**src/rtl/bus_issue_gate_pkg.sv**
```systemverilog
package bus_issue_gate_pkg;
  // Phase of the two-cycle stall sampling rhythm.
  typedef enum logic {
    SLOT_OPEN   = 1'b0,
    SLOT_SAMPLE = 1'b1
  } slot_e;
endpackage

```
**src/rtl/big_slot_timer.sv**
```systemverilog
module big_slot_timer
  import bus_issue_gate_pkg::*;
(
  input  logic  clk,
  input  logic  rst_n,
  input  logic  clr,
  output slot_e slot_q
);
  slot_e slot_n;

  always_comb begin
    if (clr) slot_n = SLOT_OPEN;
    else     slot_n = (slot_q == SLOT_OPEN) ? SLOT_SAMPLE : SLOT_OPEN;
  end

  always_ff @(posedge clk or negedge rst_n) begin
    if (!rst_n) slot_q <= SLOT_OPEN;
    else        slot_q <= slot_n;
  end
endmodule

```
**src/rtl/big_lock_track.sv**
```systemverilog
module big_lock_track (
  input  logic clk,
  input  logic rst_n,
  input  logic clr,
  input  logic fire,
  input  logic lock_req,
  output logic seq_n,
  output logic seq_q
);
  // A sequence opens with a granted locked request and lives while lock_req stays high.
  always_comb begin
    if (clr) seq_n = 1'b0;
    else     seq_n = lock_req & (fire | seq_q);
  end

  always_ff @(posedge clk or negedge rst_n) begin
    if (!rst_n) seq_q <= 1'b0;
    else        seq_q <= seq_n;
  end
endmodule

```
**src/rtl/big_perm_reg.sv**
```systemverilog
module big_perm_reg (
  input  logic clk,
  input  logic rst_n,
  input  logic clr,
  input  logic sample_en,
  input  logic stall_in,
  input  logic prio_req,
  input  logic seq_live,
  output logic perm_q
);
  logic perm_n;
  logic perm_en;

  assign perm_en = clr | sample_en;

  always_comb begin
    if (clr) perm_n = 1'b0;
    else     perm_n = ~stall_in & (~prio_req | seq_live);
  end

  always_ff @(posedge clk or negedge rst_n) begin
    if (!rst_n)       perm_q <= 1'b0;
    else if (perm_en) perm_q <= perm_n;
  end
endmodule

```
**src/rtl/big_rot_id.sv**
```systemverilog
module big_rot_id #(
  parameter int NUM_AGENTS = 4,
  localparam int ID_W = (NUM_AGENTS > 1) ? $clog2(NUM_AGENTS) : 1
) (
  input  logic            clk,
  input  logic            rst_n,
  input  logic            clr,
  input  logic            step,
  output logic [ID_W-1:0] id_q
);
  localparam logic [ID_W-1:0] ID_LAST = ID_W'(NUM_AGENTS - 1);

  logic [ID_W-1:0] id_n;
  logic            id_en;

  assign id_en = clr | step;

  always_comb begin
    if (clr)                 id_n = '0;
    else if (id_q == ID_LAST) id_n = '0;
    else                     id_n = id_q + 1'b1;
  end

  always_ff @(posedge clk or negedge rst_n) begin
    if (!rst_n)     id_q <= '0;
    else if (id_en) id_q <= id_n;
  end
endmodule

```
**src/rtl/bus_issue_gate.sv**
```systemverilog
module bus_issue_gate
  import bus_issue_gate_pkg::*;
#(
  parameter int NUM_AGENTS = 4,
  localparam int ID_W = (NUM_AGENTS > 1) ? $clog2(NUM_AGENTS) : 1
) (
  input  logic            clk,
  input  logic            rst_n,
  input  logic            local_req,
  input  logic            lock_req,
  input  logic            prio_req,
  input  logic            stall_in,
  input  logic            binit_in,
  input  logic            binit_obs_en,
  input  logic            owner_move,
  output logic            issue_grant,
  output logic            may_issue,
  output logic            lock_drive,
  output logic            sample_slot,
  output logic [ID_W-1:0] rot_id
);
  slot_e slot_q;
  logic  binit_hit;
  logic  fire;
  logic  seq_n;
  logic  seq_q;
  logic  grant_n;
  logic  grant_q;
  logic  perm_q;

  assign binit_hit = binit_in & binit_obs_en;
  assign fire      = local_req & perm_q & ~grant_q;

  big_slot_timer u_slot (
    .clk    (clk),
    .rst_n  (rst_n),
    .clr    (binit_hit),
    .slot_q (slot_q)
  );

  big_lock_track u_lock (
    .clk      (clk),
    .rst_n    (rst_n),
    .clr      (binit_hit),
    .fire     (fire),
    .lock_req (lock_req),
    .seq_n    (seq_n),
    .seq_q    (seq_q)
  );

  big_perm_reg u_perm (
    .clk       (clk),
    .rst_n     (rst_n),
    .clr       (binit_hit),
    .sample_en (slot_q == SLOT_SAMPLE),
    .stall_in  (stall_in),
    .prio_req  (prio_req),
    .seq_live  (seq_n),
    .perm_q    (perm_q)
  );

  big_rot_id #(.NUM_AGENTS(NUM_AGENTS)) u_id (
    .clk   (clk),
    .rst_n (rst_n),
    .clr   (binit_hit),
    .step  (owner_move),
    .id_q  (rot_id)
  );

  always_comb begin
    grant_n = fire & ~binit_hit;
  end

  always_ff @(posedge clk or negedge rst_n) begin
    if (!rst_n) grant_q <= 1'b0;
    else        grant_q <= grant_n;
  end

  assign issue_grant = grant_q;
  assign may_issue   = perm_q;
  assign lock_drive  = seq_q;
  assign sample_slot = (slot_q == SLOT_SAMPLE);
endmodule

```
**config.mk**
```make
export PLATFORM = sky130hd
export DESIGN_NAME = bus_issue_gate
export DESIGN_NICKNAME = d
export VERILOG_FILES = /design/src/rtl/bus_issue_gate_pkg.sv /design/src/rtl/big_slot_timer.sv /design/src/rtl/big_lock_track.sv /design/src/rtl/big_perm_reg.sv /design/src/rtl/big_rot_id.sv /design/src/rtl/bus_issue_gate.sv
export SDC_FILE = /design/constraint.sdc
export NUM_CORES = 1
export LEC_CHECK = 0
export CAP_MARGIN = 40
export CORE_AREA = 4 4 41 43
export DETAILED_ROUTE_END_ITERATION = 8
export DIE_AREA = 0 0 45 47
export GPL_ROUTABILITY_DRIVEN = 0
export GPL_TIMING_DRIVEN = 0
export REMOVE_ABC_BUFFERS = 1
export SYNTH_ARGS = -nofsm -noshare
export SYNTH_HDL_FRONTEND = slang
export SYNTH_SLANG_ARGS = --single-unit
```
**constraint.sdc**
```tcl
create_clock -name clk -period 1.3 [get_ports clk]
set_input_delay 0.26 -clock clk [delete_from_list [all_inputs] [get_ports clk]]
set_output_delay 0.26 -clock clk [all_outputs]
set_load 0.05 [all_outputs]
```
# Word-level counts from Yosys, hierarchy flattened
# Index checks and enable logic that the tools add are counted.
# word_totals
ff_bits	6
latch_bits	0
ramBits	0
romBits	0
inputBits	9
out_inout_bits	6
elab_cells	27
n_memories	0
# op_classes
add_sub_neg	1
n_mul	0
n_div	0
order_cmp	0
eq_ne	1
n_shift	0
muxes	6
n_bitwise	14
n_reduce_logical	0
# op_table
cell	count
$and 1x1->1	6
$mux 1	4
$mux 2	2
$not 1->1	4
$or 1x1->1	4
$add 2x1->2 const B	1
$eq 2x2->1 const B	1

# Depth between registers and ports, before layout
# Gate-level depths: netlist of the first run.
# logic_depth
ltp_word	8
depth_mapped	4

# Modules after synthesis
# Synthesis of the first run repeated with hierarchy kept, for this count alone.
# unflattened
hier_cells	24
area_unflattened_um2	272.8
# modules_own_cells
mod	n_inst	cells_each	area_per_inst_um2
big_rot_id	1	8	100.1
big_perm_reg	1	6	51.3
bus_issue_gate	1	5	51.3
big_lock_track	1	3	41.3
big_slot_timer	1	2	28.8

# Worst setup path after synthesis of the first run
# OpenSTA, ideal clock, no wires.
# synth_path
kind	flip-flop to flip-flop
start	register u_perm.perm_q
end	register u_perm.perm_q
setup_time_ns	0.101
arrival_ns	1.168
required_time_ns	1.199
setup_slack_ns	0.031
stages_incl_launch_ff	4
period_less_slack_ns	1.269
cell_sequence	dfrtp_1 -> nand2_1 -> o311a_1 -> o32ai_1
# synth_between
elab_chain_len	8
# synth_lines
item	line	text
from (decl)	big_perm_reg.sv:9	output logic perm_q
from (signal assigned)	big_perm_reg.sv:23	else if (perm_en) perm_q <= perm_n;
$and 1x1->1 (2 in series)	bus_issue_gate.sv:32	assign fire = local_req & perm_q & ~grant_q;
$or 1x1->1	big_lock_track.sv:13	else seq_n = lock_req & (fire | seq_q);
$and 1x1->1	big_lock_track.sv:13	
$mux 1	big_lock_track.sv:12	if (clr) seq_n = 1'b0;
$or 1x1->1	big_perm_reg.sv:18	else perm_n = ~stall_in & (~prio_req | seq_live);
$and 1x1->1	big_perm_reg.sv:18	
$mux 1	big_perm_reg.sv:17	if (clr) perm_n = 1'b0;
# Every way passes these cells.
# A chain may end at the register's enable or synchronous reset.

# Worst setup path after layout of the first run
# layout_path
start	register u_perm.perm_q
end	output port may_issue
# layout_lines
item	line	text
to (decl)	bus_issue_gate.sv:17	output logic may_issue,
# No word-level cell between the ends.

==> results of run 1 <==
-- per-layer routing --
metal,track usage [%],routed length [um],up-vias
li1,-,-,119
met1,7.23,229,106
met2,9.89,253,11
met3,4.98,82,0
met4,1.75,0,0
met5,0,0,-
-- sequential cells by signal, summed over array words and instances (netlist names) --
| register | cells |
|---|---|
| issue_grant | 1 |
| u_id.id_q | 2 |
| u_lock.seq_q | 1 |
| u_perm.perm_q | 1 |
| u_slot.slot_q | 1 |
-- stage by stage --
stage                     setup WS [ns]  cell area, sq um  power (uW)  TNS (ns)  hold WS (ns)
after floorplan                  0.0313               269         447         0       -0.0356
after global placement           -0.151               428         562    -0.872         0.469
after detailed placement         -0.158               428         567    -0.893         0.472
after CTS                        0.0151               458         730         0         0.259
after global routing            0.00485               439         760         0         0.268
final                            0.0558               439         704         0         0.255
-- cell families (layout without fill, tap and decap cells) --
logic type / count (synthesis) / in the layout / share of synthesized area [%]
flops: 6 / 6 / 53.6
fa+ha+maj: 1 / 1 / 4.46
mux: 2 / 2 / 7.14
buf+inv: 3 / 19 / 6.70
compound gates: 3 / 3 / 10.3
simple gates: 10 / 10 / 17.9
-- layout by cell type, fill, tap and decap left out, drive strengths merged --
| master | n |
|---|---|
| dfrtp | 6 |
| clkdlybuf4s50 | 8 |
| mux2i | 2 |
| ha | 1 |
| inv | 2 |
| or3b | 1 |
| nor2 | 4 |
| clkdlybuf4s15 | 3 |
| buf | 3 |
| o32ai | 1 |
| and2 | 1 |
| o21ba | 1 |
| nand2 | 2 |
| clkbuf | 3 |
| nor3 | 2 |
| o311a | 1 |
-- how the worst max path moves through the flow --
stage / slack [ns] / endpoint / from / cells after the start
after floorplan: 0.03 / u_perm.perm_q / u_perm.perm_q / 3
after global placement: -0.15 / rot_id[0] / u_id.id_q[0] / 1
after detailed placement: -0.16 / rot_id[0] / u_id.id_q[0] / 1
after CTS: 0.02 / rot_id[0] / u_id.id_q[0] / 1
after global routing: 0.005 / rot_id[1] / u_id.id_q[1] / 1
final: 0.06 / may_issue / u_perm.perm_q / 1
-- final cells by class --
class	instances	area share (%)
sequential	6	34.2
multi-input combinational	16	25.4
inverter	2	1.71
tap	15	4.27
clock buffer	3	5.13
timing repair buffer	14	29.3
-- what timing repair did --
item                                   CTS  global route
setup endpoints to repair                6             3
endpoints found under the hold margin    0             0
resized for setup                       18             6
-- where the power goes --
group | internal (uW) | total (uW) | switching [uW]
Combinational | 99.3 | 283 | 184
Clock | 104 | 168 | 63.7
Sequential | 223 | 253 | 29.4
Total | 427 | 704 | 277
==> impl_metrics.csv, run 1 <==
group,metric,value,unit
critical_path,rr_startpoint,"u_id.id_q[0]",
clock_network,htreeDepth,1,
sta,fin_skew,0.00236,ns
routing,wl,565,um
routing,ant_nets,0,
clock_network,cts_made_buffers,3,
critical_path,worst_setup_path_end_kind,"primary output",
global_route,first_global_vias,241,
power,p_leak,0.000204,uW
global_route,grtUsageTotal,6.53,%
final_layout,multi_input_area,111,sq um
floorplan,ios,15,
placement,io_buffers,14,
synthesis,synthTopCellsByArea,"dfrtp_1, mux2i_1, nor2_1, ha_1, buf_6",
critical_path,slowest_stage,"clkdlybuf4s15_2",
routing,drc,0,
placement,dp_cells,53,
sta,tightest_slew,0.279,ns
critical_path,path_buf_inv,1,
final_layout,diodes,0,
power,irDropWorstVdd,601,uV
final_layout,layout.nets,53,
floorplan,core-area,1300,sq um
routing,vias_per_cell,4.21,
clock_network,hold_buffers,0,
global_route,grt_pass1_wl,959,um
clock_network,cts.clk_slew.worst_paths,0.04,ns
routing,first_iter_violations,0,
synthesis,netlist_instances,25,
critical_path,path_class,"reg -> out",
floorplan,start_util,21.5,%
critical_path,worstPathCellList,"clkdlybuf4s15_2",
clock_network,cts_setup_buffers,0,
floorplan,rows,13,
job,cap_violations,0,
synthesis,synth_edf_count,0,
synthesis,yosys-top-cells-count,"dfrtp_1, nor2_1",
sta,fmax,804,MHz
clock_network,root_buffer,"clkbuf_4",
floorplan,die_area,2120,sq um
outcome,status,"complete, no violations",
critical_path,r2r_end,"u_id.id_q[1]",
critical_path,crit_family,"buffers and inverters",
critical_path,cp_data_arrival_time,0.98,ns
critical_path,cp.required,1.04,ns
synthesis,syn_area_per_cell,11.2,sq um
critical_path,worstPathMaxFanout,3,
synthesis,ys_seq_area_share,53.6,%
sta,hold_viol_final,0,
final_layout,regArea,150,sq um
sta,rsz0062_at_grt,"false",
final_layout,nFillCells,158,
synthesis,yosysMostFrequentCell,"dfrtp_1",
critical_path,cp_slowest_stage_delay,0.38,ns
routing,vias,236,
routing,drtPass1Iterations,1,
global_route,antenna_found_initial,0,
clock_network,clock-sinks,6,
floorplan,fp.dieW,45,um
global_route,grt_max_degree,8,
synthesis,synth_largest_area_cell,"dfrtp_1",
clock_network,insertion_delay,0.24,ns
sta,slew-limit-headroom,81.5,%
global_route,grt_overflow,0,
sta,drv_slew,0,
synthesis,synth_top_area_share,53.6,%
final_layout,drive_above_1_share,26.8,%
hold_path,hold_path.class,"in -> async",
final_layout,syn_to_final_growth,56.7,%
clock_network,clock_tree.buffer_depth,2,
synthesis,synth_async_sr_flop_share,100,%
critical_path,start_kind,"register",
synthesis,ys_ff_latch,6,
synthesis,synth_flop_cell,"dfrtp_1",
final_layout,fin_util,33.8,%
power,powerDensity,1600,nW/um^2
floorplan,die_h,47,um
sta,fin_crit_sh,95.7,%
synthesis,syn_area,280,sq um
critical_path,r2r_slack,0.30,ns
synthesis,ys_types,13,
routing,wire_per_inst,10.1,um
critical_path,r2r_cells,3,
clock_network,tritoncts,"done",
final_layout,layout.cells.non_filler,56,
synthesis,yosysWarningCount,0,
sta,finalSetupViolCount,0,
sta,finalCriticalPeriod,1.24,ns
Power figures use the tool's default switching activity.
==> run 2, diff against run 1 <==
==> constraint.sdc (replaced) <==
create_clock -name clk -period 1.6 [get_ports clk]
set_input_delay 0.32 -clock clk [delete_from_list [all_inputs] [get_ports clk]]
set_output_delay 0.32 -clock clk [all_outputs]
set_load 0.05 [all_outputs]
==> run 2 against run 1 <==
Critical path depth stayed put. Critical path type unchanged. Sequential cell count did not move. Routed wire length is 0.53% lower. Clock power is 19% lower. Via count grew 0.42%. Non-clock buffer count did not move. First-iteration DRC count stayed put. Sequential share of layout area is 0.29 points lower. Critical endpoint is now rot_id[0]. Worst hold slack improved by 0.060 ns. Highest routed layer unchanged. Core utilization increased by 0.29 points. Sequential power fell by 19%. Global-route usage is the same.
==> impl_metrics.csv, run 2 (same netlist as run 1, synthesis figures left out) <==
group,metric,value,unit
floorplan,die_area,2120,sq um
final_layout,layout.cells.most_common,"clkdlybuf4s50_1",
floorplan,die_h,47,um
sta,rsz0062_at_grt,"false",
floorplan,rows,13,
sta,slew-limit-headroom,67.5,%
critical_path,startpoint,"u_id.id_q[0]",
clock_network,clock-sinks,6,
final_layout,final_cell_mix,"clkdlybuf4s50_1, dfrtp_1, dlygate4sd2_1",
sta,finalSetupViolCount,0,
clock_network,htreeDepth,1,
sta,finalCriticalPeriod,1.48,ns
routing,first_iter_violations,0,
critical_path,crit_family,"buffers and inverters",
routing,vias,237,
power,p_leak,0.000219,uW
routing,ant_nets,0,
critical_path,start_kind,"register",
job,cap_violations,0,
final_layout,diodes,0,
routing,drc,0,
sta,fmax,675,MHz
power,powerDensity,1280,nW/um^2
hold_path,hold_path.class,"in -> async",
routing,wire_per_inst,10.0,um
critical_path,worstPathMaxFanout,4,
critical_path,cp_slowest_stage_delay,0.54,ns
critical_path,slowest_stage,"dlygate4sd2_1",
outcome,status,"complete, no violations",
sta,fin_skew,0.00234,ns
final_layout,drive_above_1_share,12.2,%
clock_network,clock_tree.buffer_depth,2,
floorplan,fp.dieW,45,um
global_route,grt_pass1_wl,959,um
clock_network,insertion_delay,0.24,ns
final_layout,layout.nets,53,
sta,finalSetupTns,0,ns
clock_network,root_buffer,"clkbuf_4",
global_route,antenna_found_initial,0,
critical_path,worst_setup_path_end_kind,"primary output",
critical_path,path_class,"reg -> out",
routing,wl,562,um
final_layout,syn_to_final_growth,58.0,%
critical_path,worstPathCellList,"dlygate4sd2_1",
sta,hold_viol_final,0,
sta,fin_crit_sh,92.5,%
sta,drv_slew,0,
global_route,first_global_vias,241,
final_layout,fin_util,34.0,%
floorplan,core-area,1300,sq um
final_layout,largest_reg_flops,2,
power,irDropWorstVdd,488,uV
sta,tightest_slew,0.489,ns
placement,io_buffers,14,
critical_path,cp.required,1.28,ns
routing,drtPass1Iterations,1,
global_route,grt_overflow,0,
critical_path,path_buf_inv,1,
critical_path,cp_data_arrival_time,1.16,ns
clock_network,tritoncts,"done",
clock_network,cts_made_buffers,3,
routing,vias_per_cell,4.23,
final_layout,top_register,"u_id.id_q",
floorplan,ios,15,
global_route,grt_max_degree,8,
critical_path,rr_startpoint,"u_id.id_q[0]",
global_route,grtUsageTotal,6.53,%
final_layout,nFillCells,158,
floorplan,start_util,21.5,%
clock_network,cts.clk_slew.worst_paths,0.04,ns
## run 2: area by class of cell
cell class | count | area (sq um) | share of cell area (%)
flip-flops and latches | 6 | 150 | 33.9
repair buffers | 14 | 133 | 29.9
multi-input cells | 16 | 111 | 25.1
clock buffers | 3 | 22.5 | 5.08
well taps | 15 | 18.8 | 4.24
inverters | 2 | 7.51 | 1.69
## run 2: power by group
part / switching (uW) / internal [uW]
clock: 51.7 / 84.7
sequential: 23.1 / 181
combinational: 149 / 77.4
total: 224 / 343
## run 2: stage by stage
stage / hold WS, ns / power, uW / instances / area (sq um) / setup slack, ns
2_1_floorplan: 0.0244 / 363 / 24 / 269 / 0.331
3_3_place_gp: 0.469 / 457 / 53 / 428 / 0.0891
3_5_place_dp: 0.472 / 461 / 53 / 428 / 0.0821
4_1_cts: 0.319 / 580 / 56 / 443 / 0.0989
5_1_grt: 0.328 / 614 / 56 / 443 / 0.0711
6_report: 0.315 / 567 / 56 / 443 / 0.119
## run 2: worst paths after layout
| check | endpoint | slack [ns] | cells past startpoint |
|---|---|---|---|
| max | rot_id[0] | 0.12 | 1 |
| min | u_lock.seq_q | 0.31 | 1 |
| max reg2reg | u_id.id_q[1] | 0.60 | 3 |
| min reg2reg | u_slot.slot_q | 0.47 | 1 |
| max in group asynchronous | u_id.id_q[1] | 1.08 | 1 |
| min in group clk | u_slot.slot_q | 0.47 | 1 |
## run 2: what timing repair did
item	CTS	global route
setup buffers	0	0
hold endpoints to repair	0	0
resized for setup	6	0
hold buffers	0	0
endpoints found under the setup margin	6	0
## run 2: routing by layer
| layer | up-vias | track usage (%) | share of wire (%) |
|---|---|---|---|
| li1 | 120 | - | - |
| met1 | 106 | 7.23 | 41 |
| met2 | 11 | 9.89 | 45 |
| met3 | 0 | 4.98 | 14 |
| met4 | 0 | 1.75 | 0 |
| met5 | - | 0 | 0 |
==> run 3, diff against run 2 <==
--- a/config.mk
+++ b/config.mk
@@ -12,6 +12,8 @@
 export GPL_ROUTABILITY_DRIVEN = 0
 export GPL_TIMING_DRIVEN = 0
 export REMOVE_ABC_BUFFERS = 1
+export SLEW_MARGIN = 5
 export SYNTH_ARGS = -nofsm -noshare
 export SYNTH_HDL_FRONTEND = slang
+export SYNTH_HIERARCHICAL = 1
 export SYNTH_SLANG_ARGS = --single-unit
==> run 3 against run 2 <==
First-iteration DRC count is 8 higher. Routed wire length is 9.6% higher. Worst setup slack worse by 0.013 ns. Cell count stayed put. Via count is 0.84% higher. Non-clock buffer count stayed put. Synthesized cell count is 4.0% lower. Synthesized area is 2.7% lower.
==> impl_metrics.csv, run 3 <==
group,metric,value,unit
clock_network,cts_made_buffers,3,
final_layout,layout.cells.non_filler,56,
floorplan,ios,15,
final_layout,final_cell_mix,"clkdlybuf4s50_1, dfrtp_1, dlygate4sd2_1",
synthesis,netlist_instances,24,
sta,fin_crit_sh,93.3,%
routing,vias,239,
placement,io_buffers,14,
final_layout,layout.cells.most_common,"clkdlybuf4s50_1",
synthesis,ys_seq_area_share,55.0,%
floorplan,core-area,1300,sq um
synthesis,synth_fa_ha_area_share,4.59,%
final_layout,nFillCells,148,
clock_network,root_buffer,"clkbuf_4",
floorplan,fp.dieW,45,um
floorplan,die_h,47,um
final_layout,top_register,"u_id/id_q",
global_route,grtUsageTotal,7.78,%
critical_path,path_buf_inv,1,
floorplan,die_area,2120,sq um
clock_network,hold_buffers,0,
synthesis,synthXorXnorAreaFrac,0,%
clock_network,tritoncts,"done",
routing,ant_nets,0,
synthesis,synth_edf_count,0,
synthesis,synth_async_sr_flop_share,100,%
synthesis,yosysMostFrequentCell,"dfrtp_1",
synthesis,yosys.area_share.simple,29.8,%
job,cap_violations,0,
clock_network,cts.clk_slew.worst_paths,0.05,ns
floorplan,rows,13,
power,powerDensity,1140,nW/um^2
global_route,grt_pass1_wl,1.05,mm
routing,vias_per_cell,4.27,
routing,first_iter_violations,8,
power,p_leak,0.000222,uW
global_route,first_global_vias,251,
clock_network,htreeDepth,1,
final_layout,syn_to_final_growth,63.8,%
synthesis,synth_flop_cell,"dfrtp_1",
synthesis,synth_mux_area_share,3.67,%
hold_path,hold_path.class,"in -> async",
critical_path,cp.required,1.28,ns
synthesis,synth_largest_area_cell,"dfrtp_1",
sta,drv_slew,0,
routing,drc,0,
critical_path,slowest_stage,"dlygate4sd2_1",
global_route,antenna_found_initial,0,
critical_path,worstPathCellList,"dlygate4sd2_1",
sta,finalSetupViolCount,0,
final_layout,fin_util,34.3,%
global_route,grt_max_degree,7,
power,irDropWorstVdd,289,uV
synthesis,yosys-top-cells-count,"dfrtp_1, nor2_1, nand2b_1",
synthesis,syn_area_per_cell,11.4,sq um
critical_path,worst_setup_path_end_kind,"primary output",
synthesis,synthTopCellsByArea,"dfrtp_1, nor2_1, ha_1, nand2b_1, nor3b_2",
routing,wire_per_inst,11.0,um
critical_path,path_class,"reg -> out",
sta,finalCriticalPeriod,1.49,ns
critical_path,start_kind,"register",
routing,wl,616,um
routing,drtPass1Iterations,4,
synthesis,synth_top_family_by_area,"simple AND/OR/NAND/NOR gates",
critical_path,cp_data_arrival_time,1.17,ns
synthesis,ys_types,14,
sta,rsz0062_at_grt,"false",
clock_network,clock-sinks,6,
placement,post-place-ws,0.0382,ns
placement,dp_hpwl,462,um
synthesis,syn_area,273,sq um
synthesis,synth_top_area_share,55.0,%
final_layout,final_area,447,sq um
synthesis,yosysWarningCount,6,
clock_network,clock_tree.buffer_depth,2,
synthesis,synth-compound-area-share,5.50,%
floorplan,start_util,21.0,%
sta,fmax,670,MHz
final_layout,largest_reg_flops,2,
sta,tightest_slew,0.497,ns
final_layout,diodes,0,
sta,setup_ws,0.107,ns
final_layout,layout.nets,53,
final_layout,drive_above_1_share,17.1,%
global_route,grt_overflow,0,
sta,fin_skew,0.00293,ns
critical_path,crit_family,"buffers and inverters",
critical_path,worstPathMaxFanout,4,
critical_path,cp_slowest_stage_delay,0.55,ns
clock_network,insertion_delay,0.24,ns
sta,finalSetupTns,0,ns
placement,placed_area,432,sq um
synthesis,ys_ff_latch,6,
outcome,status,"complete, no violations",
sta,slew-limit-headroom,67.0,%
sta,hold_viol_final,0,
placement,dp_cells,53,
[run 3: cells by family after synthesis]
logic type / after synthesis
and+or+nand+nor: 13
adders and majority gates: 1
muxes: 1
AOI/OAI and AO/OA: 2
buffers and inverters: 1
DFF: 6
[run 3: worst register-to-register path: stages, from the launching register on]
cell and delay [ns]:
dfrtp_1 0.39, nand2_1 0.11, nor2_1 0.05, nor2_1 0.11
nor3b_2 0.06, nand2b_1 0.14, a31oi_1 0.16, nor2_1 0.05
[run 3: per-layer routing]
metal	track usage, %	vias up	part of all wire, %
met4	7.02	0	0
li1	-	114	-
met1	8.31	106	43
met5	0	-	0
met3	6.13	0	22
met2	9.60	19	35
[run 3: final cells by class]
cell class	count	area (sq um)	share of cell area (%)
clock buffers	3	22.5	5.04
inverters	1	3.75	0.840
multi-input cells	17	119	26.6
flip-flops and latches	6	150	33.6
well taps	15	18.8	4.20
repair buffers	14	133	29.7
[run 3: where the power goes]
part	switching, uW	total (uW)	leakage, uW	internal (uW)
sequential	18.0	193	0.0000785	175
combinational	118	180	0.000130	62.6
clock	52.6	137	0.0000138	84.7
[run 3: per-stage QoR]
stage | total power, uW | hold slack (ns)
2_1_floorplan | 316 | 0.0244
3_3_place_gp | 392 | 0.466
3_5_place_dp | 394 | 0.471
4_1_cts | 521 | 0.323
5_1_grt | 544 | 0.337
6_report | 511 | 0.327
[run 3: repair_timing]
item / CTS / global route
resized for setup: 6 / 0
buffers inserted: 0 / 0
setup endpoints to repair: 6 / 0
[run 3: worst paths after layout]
path | start | endpoint | slack, ns | depth (start not counted)
worst max-delay path | u_slot/slot_q | sample_slot | 0.11 | 1
worst min register to register | u_slot/slot_q | u_slot/slot_q | 0.48 | 1
max in group asynchronous | rst_n | u_id/id_q[0] | 1.05 | 1
min in group clk | u_slot/slot_q | u_slot/slot_q | 0.48 | 1
worst max register to register | u_perm/perm_q | u_perm/perm_q | 0.43 | 7
worst min-delay path | rst_n | u_id/id_q[1] | 0.33 | 1
